$ cat src/rtl/tmr_route_pkg.sv
package tmr_route_pkg;
  localparam int TMR_MAX   = 8;
  localparam int TMR_IDX_W = 3;

  // config bit positions
  localparam int CFG_LEVEL   = 1;
  localparam int CFG_INTEN   = 2;
  localparam int CFG_PERCAP  = 4;
  localparam int CFG_SIZECAP = 5;
  localparam int CFG_RTLO    = 9;
  localparam int CFG_RTHI    = 13;
  localparam int CFG_MSIEN   = 14;
  localparam int CFG_MSICAP  = 15;

  // address map
  localparam int OFS_GLB    = 'h010;
  localparam int OFS_STS    = 'h020;
  localparam int OFS_GRP0   = 'h100;
  localparam int GRP_STRIDE = 'h020;

  typedef enum logic [2:0] {
    REG_CFG, REG_CMPLO, REG_CMPHI, REG_RTLO, REG_RTHI
  } tmrReg_e;

  typedef struct packed {
    logic                 glbWr;
    logic                 stsWr;
    logic                 tmrWr;
    logic [TMR_IDX_W-1:0] tmrIdx;
    tmrReg_e              tmrReg;
  } regStrobe_t;
endpackage

$ cat src/rtl/tmr_route_ctrl.sv
module tmr_route_ctrl
  import tmr_route_pkg::*;
#(
  parameter int NUM_TIMERS = 3,
  parameter int ADDR_W     = 12,
  parameter int IDX_W      = 2
) (
  input  logic                  clk,
  input  logic                  rstN,
  input  logic [ADDR_W-1:0]     regAddr,
  input  logic                  regWrEn,
  input  logic [NUM_TIMERS-1:0] msiFire,
  input  logic                  msgReady,
  output regStrobe_t            strb,
  output logic                  msgValid,
  output logic [IDX_W-1:0]      msgSel
);
  function automatic logic [ADDR_W-6:0] grpTag(int t);
    return (ADDR_W-5)'((OFS_GRP0 + t * GRP_STRIDE) >> 5);
  endfunction

  // write decode into strobes
  always_comb begin
    strb = '0;
    strb.tmrReg = REG_CFG;
    if (regWrEn) begin
      if (regAddr == ADDR_W'(OFS_GLB)) strb.glbWr = 1'b1;
      if (regAddr == ADDR_W'(OFS_STS)) strb.stsWr = 1'b1;
      for (int t = 0; t < NUM_TIMERS; t++) begin
        if (regAddr[ADDR_W-1:5] == grpTag(t)) begin
          strb.tmrIdx = TMR_IDX_W'(t);
          strb.tmrWr  = 1'b1;
          case (regAddr[4:0])
            5'h00:   strb.tmrReg = REG_CFG;
            5'h08:   strb.tmrReg = REG_CMPLO;
            5'h0C:   strb.tmrReg = REG_CMPHI;
            5'h10:   strb.tmrReg = REG_RTLO;
            5'h14:   strb.tmrReg = REG_RTHI;
            default: strb.tmrWr  = 1'b0;   // config high word is read-only
          endcase
        end
      end
    end
  end

  // message pending state and selection
  logic [NUM_TIMERS-1:0] pend;
  logic                  busy;
  logic [IDX_W-1:0]      curIdx, lowIdx, selIdx;
  logic                  accept;

  always_comb begin
    lowIdx = '0;
    for (int t = NUM_TIMERS - 1; t >= 0; t--)
      if (pend[t]) lowIdx = IDX_W'(t);
  end

  assign selIdx   = busy ? curIdx : lowIdx;
  assign msgSel   = selIdx;
  assign msgValid = |pend;
  assign accept   = msgValid && msgReady;

  always_ff @(posedge clk) begin
    if (!rstN) begin
      pend   <= '0;
      busy   <= 1'b0;
      curIdx <= '0;
    end else begin
      for (int t = 0; t < NUM_TIMERS; t++)
        pend[t] <= pend[t] ? !(accept && selIdx == IDX_W'(t)) : msiFire[t];
      busy   <= msgValid && !msgReady;
      curIdx <= selIdx;
    end
  end

  assert_hold_valid_R8: assert property (@(posedge clk) disable iff (!rstN)
    (msgValid && !msgReady) |=> msgValid);
  assert_hold_sel_R8: assert property (@(posedge clk) disable iff (!rstN)
    (msgValid && !msgReady) |=> $stable(msgSel));
  assert_single_done_R9: assert property (@(posedge clk) disable iff (!rstN)
    $countones($past(pend) & ~pend) <= 1);
endmodule

$ cat src/rtl/tmr_route_dp.sv
module tmr_route_dp
  import tmr_route_pkg::*;
#(
  parameter int NUM_TIMERS = 3,
  parameter int NUM_LINES  = 32,
  parameter int ADDR_W     = 12,
  parameter bit MSI_EN     = 1'b0,
  parameter int IDX_W      = 2
) (
  input  logic                  clk,
  input  logic                  rstN,
  input  regStrobe_t            strb,
  input  logic [31:0]           regWrData,
  input  logic [ADDR_W-1:0]     regAddr,
  input  logic [NUM_TIMERS-1:0] timerFire,
  input  logic [IDX_W-1:0]      msgSel,
  output logic [31:0]           regRdData,
  output logic [NUM_LINES-1:0]  irqLines,
  output logic [NUM_TIMERS-1:0] msiFire,
  output logic [31:0]           msgAddr,
  output logic [31:0]           msgData
);
  localparam logic [31:0] WR_MASK = (32'(1) << CFG_LEVEL) | (32'(1) << CFG_INTEN)
                                  | (32'h1F << CFG_RTLO)
                                  | (MSI_EN ? (32'(1) << CFG_MSIEN) : 32'h0);
  localparam logic [31:0] CAP_BITS = (32'(1) << CFG_PERCAP) | (32'(1) << CFG_SIZECAP)
                                   | (MSI_EN ? (32'(1) << CFG_MSICAP) : 32'h0);
  localparam logic [31:0] CFG_HI_RO = 32'h0000_0004;

  logic [31:0] cfgW   [NUM_TIMERS];
  logic [63:0] cmpR   [NUM_TIMERS];
  logic [63:0] routeR [NUM_TIMERS];
  logic        glbEn;
  logic [NUM_TIMERS-1:0] status, edgePulse, intOk, msiOn, levelOn, msiRise, stsClr;

  function automatic logic wrHit(int t, tmrReg_e r);
    return strb.tmrWr && strb.tmrIdx == TMR_IDX_W'(t) && strb.tmrReg == r;
  endfunction

  function automatic logic [ADDR_W-6:0] grpTag(int t);
    return (ADDR_W-5)'((OFS_GRP0 + t * GRP_STRIDE) >> 5);
  endfunction

  always_comb begin
    for (int t = 0; t < NUM_TIMERS; t++) begin
      intOk[t]   = glbEn && cfgW[t][CFG_INTEN];
      msiOn[t]   = cfgW[t][CFG_MSIEN];
      levelOn[t] = cfgW[t][CFG_LEVEL];
      msiFire[t] = timerFire[t] && intOk[t] && msiOn[t];
      msiRise[t] = wrHit(t, REG_CFG) && !msiOn[t] && regWrData[CFG_MSIEN] && WR_MASK[CFG_MSIEN];
      stsClr[t]  = (timerFire[t] && !intOk[t]) || msiRise[t] || (strb.stsWr && regWrData[t]);
    end
  end

  always_ff @(posedge clk) begin
    if (!rstN) glbEn <= 1'b0;
    else if (strb.glbWr) glbEn <= regWrData[0];
  end

  always_ff @(posedge clk) begin
    for (int t = 0; t < NUM_TIMERS; t++) begin
      if (!rstN) begin
        cfgW[t]      <= '0;
        cmpR[t]      <= '1;
        routeR[t]    <= '0;
        status[t]    <= 1'b0;
        edgePulse[t] <= 1'b0;
      end else begin
        if (wrHit(t, REG_CFG))   cfgW[t]          <= regWrData & WR_MASK;
        if (wrHit(t, REG_CMPLO)) cmpR[t][31:0]    <= regWrData;
        if (wrHit(t, REG_CMPHI)) cmpR[t][63:32]   <= regWrData;
        if (wrHit(t, REG_RTLO))  routeR[t][31:0]  <= regWrData;
        if (wrHit(t, REG_RTHI))  routeR[t][63:32] <= regWrData;
        edgePulse[t] <= timerFire[t] && intOk[t] && !msiOn[t] && !levelOn[t];
        if (stsClr[t])
          status[t] <= 1'b0;
        else if (timerFire[t] && intOk[t] && !msiOn[t] && levelOn[t])
          status[t] <= 1'b1;
      end
    end
  end

  // wired lines: OR of every timer that selects the line
  always_comb begin
    irqLines = '0;
    for (int l = 0; l < NUM_LINES; l++)
      for (int t = 0; t < NUM_TIMERS; t++)
        if (!msiOn[t] && (status[t] || edgePulse[t]) && cfgW[t][CFG_RTHI:CFG_RTLO] == 5'(l))
          irqLines[l] = 1'b1;
  end

  assign msgAddr = routeR[msgSel][63:32];
  assign msgData = routeR[msgSel][31:0];

  always_comb begin
    regRdData = '0;
    if (regAddr == ADDR_W'(OFS_GLB)) regRdData[0] = glbEn;
    if (regAddr == ADDR_W'(OFS_STS)) regRdData = 32'(status);
    for (int t = 0; t < NUM_TIMERS; t++) begin
      if (regAddr[ADDR_W-1:5] == grpTag(t)) begin
        case (regAddr[4:0])
          5'h00:   regRdData = cfgW[t] | CAP_BITS;
          5'h04:   regRdData = CFG_HI_RO;
          5'h08:   regRdData = cmpR[t][31:0];
          5'h0C:   regRdData = cmpR[t][63:32];
          5'h10:   regRdData = routeR[t][31:0];
          5'h14:   regRdData = routeR[t][63:32];
          default: regRdData = '0;
        endcase
      end
    end
  end

  for (genvar ga = 0; ga < NUM_TIMERS; ga++) begin : g_chk
    assert_no_status_in_msg_R11: assert property (@(posedge clk) disable iff (!rstN)
      !(status[ga] && msiOn[ga]));
    assert_status_source_R4: assert property (@(posedge clk) disable iff (!rstN)
      $rose(status[ga]) |-> $past(timerFire[ga]));
    assert_edge_no_status_R5: assert property (@(posedge clk) disable iff (!rstN)
      edgePulse[ga] |-> !$rose(status[ga]));
  end
endmodule

$ cat src/rtl/tmr_msg_router.sv
module tmr_msg_router
  import tmr_route_pkg::*;
#(
  parameter int NUM_TIMERS = 3,
  parameter int NUM_LINES  = 32,
  parameter int ADDR_W     = 12,
  parameter bit MSI_EN     = 1'b0
) (
  input  logic                  clk,
  input  logic                  rstN,
  input  logic [ADDR_W-1:0]     regAddr,
  input  logic                  regWrEn,
  input  logic [31:0]           regWrData,
  output logic [31:0]           regRdData,
  input  logic [NUM_TIMERS-1:0] timerFire,
  output logic [NUM_LINES-1:0]  irqLines,
  output logic                  msgValid,
  input  logic                  msgReady,
  output logic [31:0]           msgAddr,
  output logic [31:0]           msgData
);
  localparam int IDX_W = (NUM_TIMERS > 1) ? $clog2(NUM_TIMERS) : 1;

  regStrobe_t            strb;
  logic [NUM_TIMERS-1:0] msiFire;
  logic [IDX_W-1:0]      msgSel;

  tmr_route_ctrl #(.NUM_TIMERS(NUM_TIMERS), .ADDR_W(ADDR_W), .IDX_W(IDX_W)) u_ctrl (
    .clk(clk), .rstN(rstN), .regAddr(regAddr), .regWrEn(regWrEn),
    .msiFire(msiFire), .msgReady(msgReady), .strb(strb),
    .msgValid(msgValid), .msgSel(msgSel)
  );

  tmr_route_dp #(.NUM_TIMERS(NUM_TIMERS), .NUM_LINES(NUM_LINES), .ADDR_W(ADDR_W),
                 .MSI_EN(MSI_EN), .IDX_W(IDX_W)) u_dp (
    .clk(clk), .rstN(rstN), .strb(strb), .regWrData(regWrData), .regAddr(regAddr),
    .timerFire(timerFire), .msgSel(msgSel), .regRdData(regRdData),
    .irqLines(irqLines), .msiFire(msiFire), .msgAddr(msgAddr), .msgData(msgData)
  );
endmodule

$ cat config.mk
export PLATFORM = sky130hd
export DESIGN_NAME = tmr_msg_router
export DESIGN_NICKNAME = d
export VERILOG_FILES = /design/src/rtl/tmr_route_pkg.sv /design/src/rtl/tmr_route_ctrl.sv /design/src/rtl/tmr_route_dp.sv /design/src/rtl/tmr_msg_router.sv
export SDC_FILE = /design/constraint.sdc
export NUM_CORES = 1
export LEC_CHECK = 0
export BUFFER_PORTS_ARGS = -buffer_cell sky130_fd_sc_hd__clkbuf_2
export CORE_MARGIN = 3
export CORE_UTILIZATION = 43
export CTS_BUF_LIST = sky130_fd_sc_hd__clkbuf_8
export CTS_CLUSTER_DIAMETER = 80
export DETAILED_ROUTE_END_ITERATION = 10
export HOLD_SLACK_MARGIN = 0.03
export PLACE_DENSITY_LB_ADDON = 0.1
export SLEW_MARGIN = 20
export SYNTH_ARGS = -nofsm -noshare
export SYNTH_HDL_FRONTEND = slang
export SYNTH_HIERARCHICAL = 1
export SYNTH_SLANG_ARGS = --single-unit
$ cat constraint.sdc
create_clock -name clk -period 6.5 [get_ports clk]
set_input_delay 0.325 -clock clk [delete_from_list [all_inputs] [get_ports clk]]
set_output_delay 0.325 -clock clk [all_outputs]
set_load 0.03 [all_outputs]
-- Word level (Yosys, flattened, before mapping)
Memories as Yosys holds them, arrays and structs flattened.
Cells that the tools add are included.
- RAM bits: 405
- logic and storage cells: 497
- bits in registers: 13
- bits of input ports: 51
- memories: 3
- output and inout port bits: 129
- eq/ne operators: 111
- bitwise logic cells: 16
- mux-type cells: 182
- reduce and logical (&&, ||, !) cells: 177
- memories (name ; words ; width ; rd ports ; clocked after Yosys merged registers in ; write ports ; line ; text):
    u_dp.cmpR ; 3 ; 64 ; 3 ; 0 ; 3 ; tmr_route_dp.sv:31 ; logic [63:0] cmpR [NUM_TIMERS];
    u_dp.routeR ; 3 ; 64 ; 4 ; 0 ; 3 ; tmr_route_dp.sv:32 ; logic [63:0] routeR [NUM_TIMERS];
    u_dp.cfgW ; 3 ; 7 ; 3 ; 0 ; 3 ; tmr_route_dp.sv:30 ; logic [31:0] cfgW [NUM_TIMERS];
- operator list (cell ; number):
    $pmux 32 s6 ; 3
    $mux 32 ; 15
    $eq 5x5->1 const B ; 50
    $mux 1 ; 149
    $logic_and 1x1->1 ; 143
    $eq 5x4->1 const B ; 26
    $eq 5x3->1 const B ; 13
    $mux 7 ; 6
    $eq 5x2->1 const B ; 6
    $pmux 3 s5 ; 2
    $eq 7x4->1 const B ; 3
    $logic_not 5->1 ; 4
    $eq 5x1->1 const B ; 3
    $or 1x1->1 ; 15
    $eq 12x5->1 const B ; 1
    $eq 12x6->1 const B ; 1
    $pmux 3 s4 ; 1
    $logic_not 1->1 ; 10
    $eq 3x2->1 const B ; 3
    $mux 9 ; 1
    $mux 2 ; 4
    $eq 3x1->1 const B ; 2
    $logic_not 3->1 ; 2
    $logic_or 1x1->1 ; 6
    other kinds (11) ; 17

-- Depth between registers and ports, before layout
Gate-level depths: netlist of run 1.
- depth in word-level cells: 16
- mapped depth: 10
- depth with buffers taken out: 8

-- Cells and area by module
The synthesis of run 1 kept the hierarchy.
- by module, submodules not included (module ; seq. area each (um^2) ; area each (um^2) ; cells each ; times used):
    tmr_route_dp ; 12301.8 ; 20774.9 ; 1785 ; 1
    tmr_route_ctrl ; 120.1 ; 419.2 ; 47 ; 1

-- Least setup slack after synthesis of run 1
OpenSTA, ideal clock, no wires.
- path type: input-to-reg
- start: input port regAddr[11]
- end: memory u_dp.cmpR[0][0], enable pin
- cell stages on the path: 7
- setup time: 0.466 ns
- arrival: 3.939 ns
- setup slack: 2.095 ns
- required time: 6.034 ns
- path buffers: 1
- cell sequence: nor4b_4 -> nand4_2 -> a211oi_1 -> nand2b_4 -> or3_1 -> clkbuf_1 -> o21ai_0
- RTL lines (element ; line ; text):
    start, declared ; tmr_msg_router.sv:11 ; input logic [ADDR_W-1:0] regAddr,
    end, declared ; tmr_route_dp.sv:31 ;

-- Final worst setup path of run 1
- start: register u_ctrl.pend[1]
- end: output port msgData[3]
- longest elaborated chain between the ends: 4
- ends and longest elaborated chain (element ; line ; text):
    start, declared ; tmr_route_ctrl.sv:47 ; logic [NUM_TIMERS-1:0] pend;
    start signal, assigned by index ; tmr_route_ctrl.sv:70 ; pend[t] <= pend[t] ? !(accept && selIdx == IDX_W'(t)) : msiFire[t];
    $mux 2 (2 in a row) ; tmr_route_ctrl.sv:55 ; if (pend[t]) lowIdx = IDX_W'(t);
    $mux 2 ; tmr_route_ctrl.sv:58 ; assign selIdx = busy ? curIdx : lowIdx;
    via msgSel[0] ; tmr_msg_router.sv:26 ; logic [IDX_W-1:0] msgSel;
    $mem_v2 3x64 ; n/a ;
    end, declared ; tmr_msg_router.sv:20 ; output logic [31:0] msgData
The timed path passes the listed nets, and every way through them passes these cells.

==> flow_metrics.py, run 1 <==
metrics = {
    "outcome": {
        "status": "finished clean",
    },
    "logic_synthesis": {
        "syn_area_sq_um": 21200,
        "yosysWarnings": 6,
        "yosysTopAreaCell": "edfxtp_1",
        "ys_types": 78,
        "syn_inst": 1832,
        "synth-edff-count": 405,
        "yosys.area.top_type_share_pct": 57.4,
        "yosys-top-cells-area": "edfxtp_1 (57%), and2_1 (6.4%), a22oi_1 (4.4%)",
        "synth-seq-area-share_pct": 58.6,
        "avgSynthCellArea_sq_um": 11.6,
        "dominantRegCellSynth": "edfxtp_1",
        "ys_ff_latch": 418,
        "synth_async_sr_flop_share_pct": 0,
    },
    "critical_path": {
        "worstSetupPathType": "flip-flop to output pin",
        "ff2ff_path_depth": 3,
        "critPathRequiredTime_ns": 6.17,
        "crit_fanout": 46,
        "r2r-end": "u_ctrl/pend[1]$_SDFF_PN0_",
        "r2r_start": "u_ctrl/pend[1]$_SDFF_PN0_",
        "cp_cell_sequence": "or3b_1, nand2_4, buf_4, mux2i_1, o21ai_0, clkbuf_2",
        "arrival_ns": 3.84,
        "max_stage_delay_ns": 0.75,
        "startpoint_type": "flip-flop",
        "r2r_slack_ns": 4.50,
        "end_kind": "output pin",
        "cp_slowest_cell": "nand2_4",
    },
    "detailed_routing": {
        "route.vias.total": 16200,
        "routed_wl_um": 74200,
        "dr.pass1.iters": 5,
        "drc": 0,
        "drt-vias-per-instance": 6.09,
        "post_drt_wl_per_cell_um": 27.9,
        "ant_nets": 0,
        "drtIter0Drc": 1940,
    },
    "cts": {
        "clk_latency_ns": 0.63,
        "holdBufCountCts": 4,
        "clkTransAtPathRegs_ns": 0.06,
        "root_buffer": "clkbuf_8",
        "cts_made_buffers": 73,
        "clkSinkCount": 418,
        "cts_resized": 0,
        "max-clock-path-buffers": 3,
        "cts_tree": "built",
        "post-cts-setup-buffer-count": 0,
        "htree_levels": 3,
    },
    "die": {
        "dieWidth_um": 228,
        "pin_count": 180,
        "die_y_um": 228,
        "num_rows": 80,
        "die_area_sq_um": 52000,
        "core_area_sq_um": 48200,
        "initial_utilization_pct": 43.9,
    },
    "placed_design": {
        "dp_cells": 2532,
        "hpwl_um": 43400,
        "gp_congestion": 0.845,
        "dpl_cell_area_sq_um": 22600,
        "io_buffers": 179,
    },
    "power": {
        "vdd_drop_max_mv": 0.149,
        "powerDensity_nw_per_um2": 248,
        "power_leakage_nw": 8.13,
    },
    "timing": {
        "fmax_mhz": 240,
        "relSlewSlack_pct": 24.9,
        "rsz0062_at_grt": "no",
        "finalHoldViolCount": 0,
        "tightest_slew_ns": 1.12,
        "post-route-period-util_pct": 64.1,
        "whs_ns": 0.105,
        "fin_crit_ns": 4.17,
        "tns_ns": 0,
        "slew_violations": 0,
        "finalSetupViolations": 0,
        "skew_ns": 0.00912,
    },
    "finish": {
        "final_cells": 2663,
        "finish.utilization_pct": 49.6,
        "drive_gt1_share_pct": 21.6,
        "nNetsFinal": 2006,
        "area_growth_pct": 13.0,
        "final_area_sq_um": 23900,
    },
    "global_route": {
        "grt_overflow": 0,
        "antenna_found_initial": 2,
        "grt_pass1_vias": 16300,
        "grt_pass1_wl_um": 109000,
        "grt_usage_pct": 27.9,
        "grt_start_max_net_pins": 69,
    },
    "min_path": {
        "hp-start": "regWrData[30]",
        "worstHoldPathCells": 2,
        "hp-class": "input pin to flip-flop",
        "min_to": "u_dp/cmpR[1][30]$_SDFFCE_PN1P_",
    },
    "job": {
        "cap_violations": 0,
    },
}
## metrics by stage
stage	worst slack, ns	total power [mW]
2_1_floorplan	2.10	3.56
3_3_place_gp	2.54	3.81
3_5_place_dp	2.49	3.82
4_1_cts	2.33	5.99
5_1_grt	2.27	6.15
6_report	2.33	5.95
## critical path, delay by kind of cell, from the launching register on
kind / cells / cell delay, ns
multiplexers: 1 / 0.16
AND/OR/NAND/NOR: 2 / 1.18
flip-flops: 1 / 0.43
AO/OA/AOI/OAI: 1 / 0.52
buffers and inverters: 2 / 0.86
## cells in the final DEF (no fill, tap or decap), drive strengths merged, types with 4 or more instances in the layout
cell type / n
nand2: 139
nor2: 48
o21bai: 4
nor2b: 12
inv: 33
nand2b: 9
mux2i: 89
nand3b: 11
and3: 5
conb: 4
o21ai: 98
a21oi: 68
buf: 39
a2bb2oi: 6
nor4b: 4
a222oi: 7
or2: 72
clkbuf: 255
dfxtp: 13
o221ai: 19
and2: 216
clkinv: 24
dlygate4sd3: 4
a2111oi: 5
nor3: 15
and4b: 4
a21boi: 4
a31oi: 4
or3b: 4
a221o: 9
mux2: 6
or3: 146
a22oi: 124
a31o: 15
nand3: 23
a221oi: 22
edfxtp: 405
## final cells by class
type	count	area, sq um
Clock buffer	76	1050
Fill cell	4394	24300
Antenna cell	1	2.50
Inverter	9	33.8
Multi-Input combinational cell	1231	8160
Timing Repair Buffer	222	1240
Clock inverter	50	209
Sequential cell	418	12400
Tap cell	656	821
## layer usage
layer / wire length (um) / share of wire (%) / vias up / track usage [%]
li1: - / - / 7114 / -
met1: 31400 / 42 / 8233 / 37.1
met2: 35000 / 47 / 690 / 45.3
met3: 5030 / 6.8 / 169 / 5.31
met4: 2760 / 3.7 / 2 / 10.6
met5: 13 / 0.018 / - / 0
## worst max path at each step
stage,startpoint,to,slack (ns),cells after the start
final,u_ctrl/pend[1]$_SDFF_PN0_,msgData[3],2.33,6
after global routing,u_ctrl/pend[1]$_SDFF_PN0_,msgData[3],2.27,6
after CTS,u_ctrl/pend[1]$_SDFF_PN0_,msgData[3],2.33,6
after detailed placement,regAddr[4],u_dp/routeR[1][7]$_SDFFCE_PN0P_,2.49,11
after global placement,regAddr[4],u_dp/routeR[1][6]$_SDFFCE_PN0P_,2.54,11
after floorplan,regAddr[11],u_dp/cmpR[0][0]$_SDFFCE_PN1P_,2.10,7
## sequential cells by signal, indices dropped and copies added, names as in the netlist
name	cells
u_dp/glbEn	1
u_dp/routeR	192
u_dp/status	3
u_dp/cmpR	192
u_ctrl/busy	1
u_ctrl/curIdx	2
u_ctrl/pend	3
u_dp/cfgW	21
u_dp/edgePulse	3
## cells in the mapped netlist (all sizes together) (6+ instances only)
master / count
a21oi: 68
a221o: 9
a221oi: 22
a222oi: 7
a22oi: 124
a2bb2oi: 6
a31o: 15
and2: 216
buf: 57
clkbuf: 119
dfxtp: 13
edfxtp: 405
inv: 9
mux2: 6
mux2i: 89
nand2: 139
nand2b: 9
nand3: 23
nand3b: 11
nor2: 48
nor2b: 12
nor3: 15
o21ai: 98
o221ai: 19
or2: 72
or3: 146
## kinds of logic (layout without fill, tap and decap cells)
family	after synthesis	in the layout	share of synthesized area (%)
AO/OA/AOI/OAI	408	408	13.2
XOR/XNOR	2	2	0.0827
buffers and inverters	185	357	3.81
flip-flops	418	418	58.6
multiplexers	95	95	4.52
other	2	5	0.0354
AND/OR/NAND/NOR	722	722	19.7
## power breakdown
part	total, mW	internal, mW	switching [mW]
clock network	2.18	1.08	1.10
logic	0.610	0.157	0.453
registers	3.16	3.08	0.0790
total	5.95	4.32	1.63
Power figures use the tool's default switching activity.
==> run 2: changes to the inputs <==
clock period = 3.9 ns   (was 6.5 ns; I/O delays follow)
==> run 2 against run 1 <==
First-iteration DRC count fell by 7.0%. Non-clock buffer count rose by 66. Sequential power increased by 67%. Final cell count increased by 2.5%. Combinational power up 75%. Clock-buffer cell count decreased by 1. Clock skew increased by 0.0013 ns. Sequential share of layout area is 1.5 points lower. Wire length up 0.62%.
==> flow_metrics.py, run 2 (synthesized netlist as in run 1, its figures left out) <==
metrics = {
    "timing": {
        "finalSetupViolations": 0,
        "finalHoldViolCount": 0,
        "skew_ns": 0.0104,
        "slew_violations": 0,
        "tightest_slew_ns": 0.968,
        "fin_crit_ns": 3.53,
        "post-route-period-util_pct": 90.6,
        "rsz0062_at_grt": "no",
        "fmax_mhz": 283,
        "relSlewSlack_pct": 35.3,
    },
    "placed_design": {
        "dpl_cell_area_sq_um": 23100,
        "io_buffers": 179,
        "hpwl_um": 46800,
        "dp_cells": 2570,
        "gp_congestion": 0.848,
    },
    "die": {
        "pin_count": 180,
        "die_area_sq_um": 52000,
        "num_rows": 80,
        "die_y_um": 228,
        "initial_utilization_pct": 43.9,
        "core_area_sq_um": 48200,
        "dieWidth_um": 228,
    },
    "critical_path": {
        "critPathRequiredTime_ns": 3.70,
        "end_kind": "output pin",
        "critPathTopFamily": "simple AND/OR/NAND/NOR gates",
        "ff2ff_path_depth": 3,
        "arrival_ns": 3.34,
        "r2r_start": "u_ctrl/pend[1]$_SDFF_PN0_",
        "worstSetupPathType": "flip-flop to output pin",
        "cp_slowest_cell": "o21ai_0",
        "startpoint_type": "flip-flop",
        "crit_fanout": 27,
        "cp_num_buf_inv": 2,
        "max_stage_delay_ns": 0.49,
        "r2r-end": "u_ctrl/pend[1]$_SDFF_PN0_",
        "cp_cell_sequence": "or3b_1, nand2_4, buf_4, mux2i_1, o21ai_0, clkbuf_2",
        "r2r_slack_ns": 2.21,
    },
    "finish": {
        "area_growth_pct": 16.4,
        "nNetsFinal": 2073,
        "fill_cells": 4352,
        "layout_commonest_cell": "edfxtp_1",
        "reg.largest.list": "u_dp/cmpR: 192 flops, u_dp/routeR: 192 flops, u_dp/cfgW: 21 flops",
        "final_cells": 2730,
        "final_area_sq_um": 24700,
        "final_cell_mix": "edfxtp_1 (405), and2_1 (216), clkbuf_2 (179)",
        "drive_gt1_share_pct": 22.5,
        "finish.utilization_pct": 51.1,
    },
    "cts": {
        "cts_made_buffers": 74,
        "root_buffer": "clkbuf_8",
        "htree_levels": 3,
        "clkSinkCount": 418,
        "clkTransAtPathRegs_ns": 0.05,
        "cts_tree": "built",
        "max-clock-path-buffers": 3,
        "clk_latency_ns": 0.65,
    },
    "detailed_routing": {
        "route.vias.total": 16500,
        "drc": 0,
        "post_drt_wl_per_cell_um": 27.3,
        "dr.pass1.iters": 5,
        "routed_wl_um": 74700,
        "drt-vias-per-instance": 6.03,
        "ant_nets": 0,
        "drtIter0Drc": 1805,
    },
    "outcome": {
        "status": "finished clean",
    },
    "global_route": {
        "grt_usage_pct": 28.0,
        "grt_pass1_vias": 16400,
        "grt_start_max_net_pins": 130,
        "grt_pass1_wl_um": 109000,
        "antenna_found_initial": 3,
        "grt_overflow": 0,
    },
    "min_path": {
        "min_to": "u_dp/glbEn$_SDFFE_PN0P_",
        "worstHoldPathCells": 4,
        "hp-start": "regAddr[4]",
        "hp-class": "input pin to flip-flop",
    },
    "power": {
        "vdd_drop_max_mv": 0.222,
        "powerDensity_nw_per_um2": 402,
        "power_leakage_nw": 8.49,
        "power_mw": 9.92,
    },
    "job": {
        "cap_violations": 0,
    },
}
## run 2: worst max-delay path by stage
| stage | from | end | slack, ns | cells past startpoint |
|---|---|---|---|---|
| CTS | u_ctrl/pend[1]$_SDFF_PN0_ | msgAddr[4] | 0.43 | 6 |
| detailed placement | regAddr[11] | u_dp/cmpR[2][60]$_SDFFCE_PN1P_ | 0.48 | 9 |
| global placement | regAddr[11] | u_dp/cmpR[2][31]$_SDFFCE_PN1P_ | 0.53 | 9 |
| finish | u_ctrl/pend[1]$_SDFF_PN0_ | msgAddr[4] | 0.37 | 6 |
| global route | u_ctrl/pend[1]$_SDFF_PN0_ | msgAddr[4] | 0.29 | 6 |
| floorplan | regAddr[11] | u_dp/cmpR[0][0]$_SDFFCE_PN1P_ | -0.37 | 7 |
## run 2: area by class of cell
type | count | area (sq um) | area share, %
repair buffers | 288 | 1980 | 8.03
multi-input cells | 1231 | 8160 | 33.1
well taps | 656 | 821 | 3.33
flip-flops and latches | 418 | 12400 | 50.4
inverters | 9 | 33.8 | 0.137
clock inverters | 52 | 216 | 0.878
clock buffers | 75 | 1030 | 4.18
diodes | 1 | 2.50 | 0.0101
## run 2: power by group
| part | leakage (nW) | switching [mW] | total, mW | internal, mW |
|---|---|---|---|---|
| logic | 3.69 | 0.763 | 1.07 | 0.304 |
| registers | 4.06 | 0.131 | 5.27 | 5.14 |
| clock network | 0.729 | 1.80 | 3.58 | 1.78 |
## run 2: repair_timing
item                                   in CTS  in global routing
hold buffers                               32                  0
setup buffers                               0                  0
gates resized for setup                     0                  0
endpoints found under the hold margin     290                  0
## run 2: layer usage
metal / vias to the layer above / track usage [%] / routed length [um]
li1: 7243 / - / -
met1: 8226 / 38.0 / 30800
met2: 840 / 45.0 / 35200
met3: 162 / 5.24 / 6100
met4: 2 / 10.5 / 2570
met5: - / 0 / 7
## run 2: tightest hold or removal path, cell delays in order
cell	delay, ns
clkbuf_2	0.14
nor4b_1	0.18
mux2i_1	0.11
nor2_1	0.07
## run 2: through the flow
step / hold WS, ns / worst slack, ns / TNS, ns
after detailed placement: 0.455 / 0.482 / 0
after global routing: 0.0929 / 0.287 / 0
final: 0.0988 / 0.368 / 0
after floorplan: 0.302 / -0.375 / -47.96
after global placement: 0.438 / 0.533 / 0
after CTS: 0.0467 / 0.430 / 0
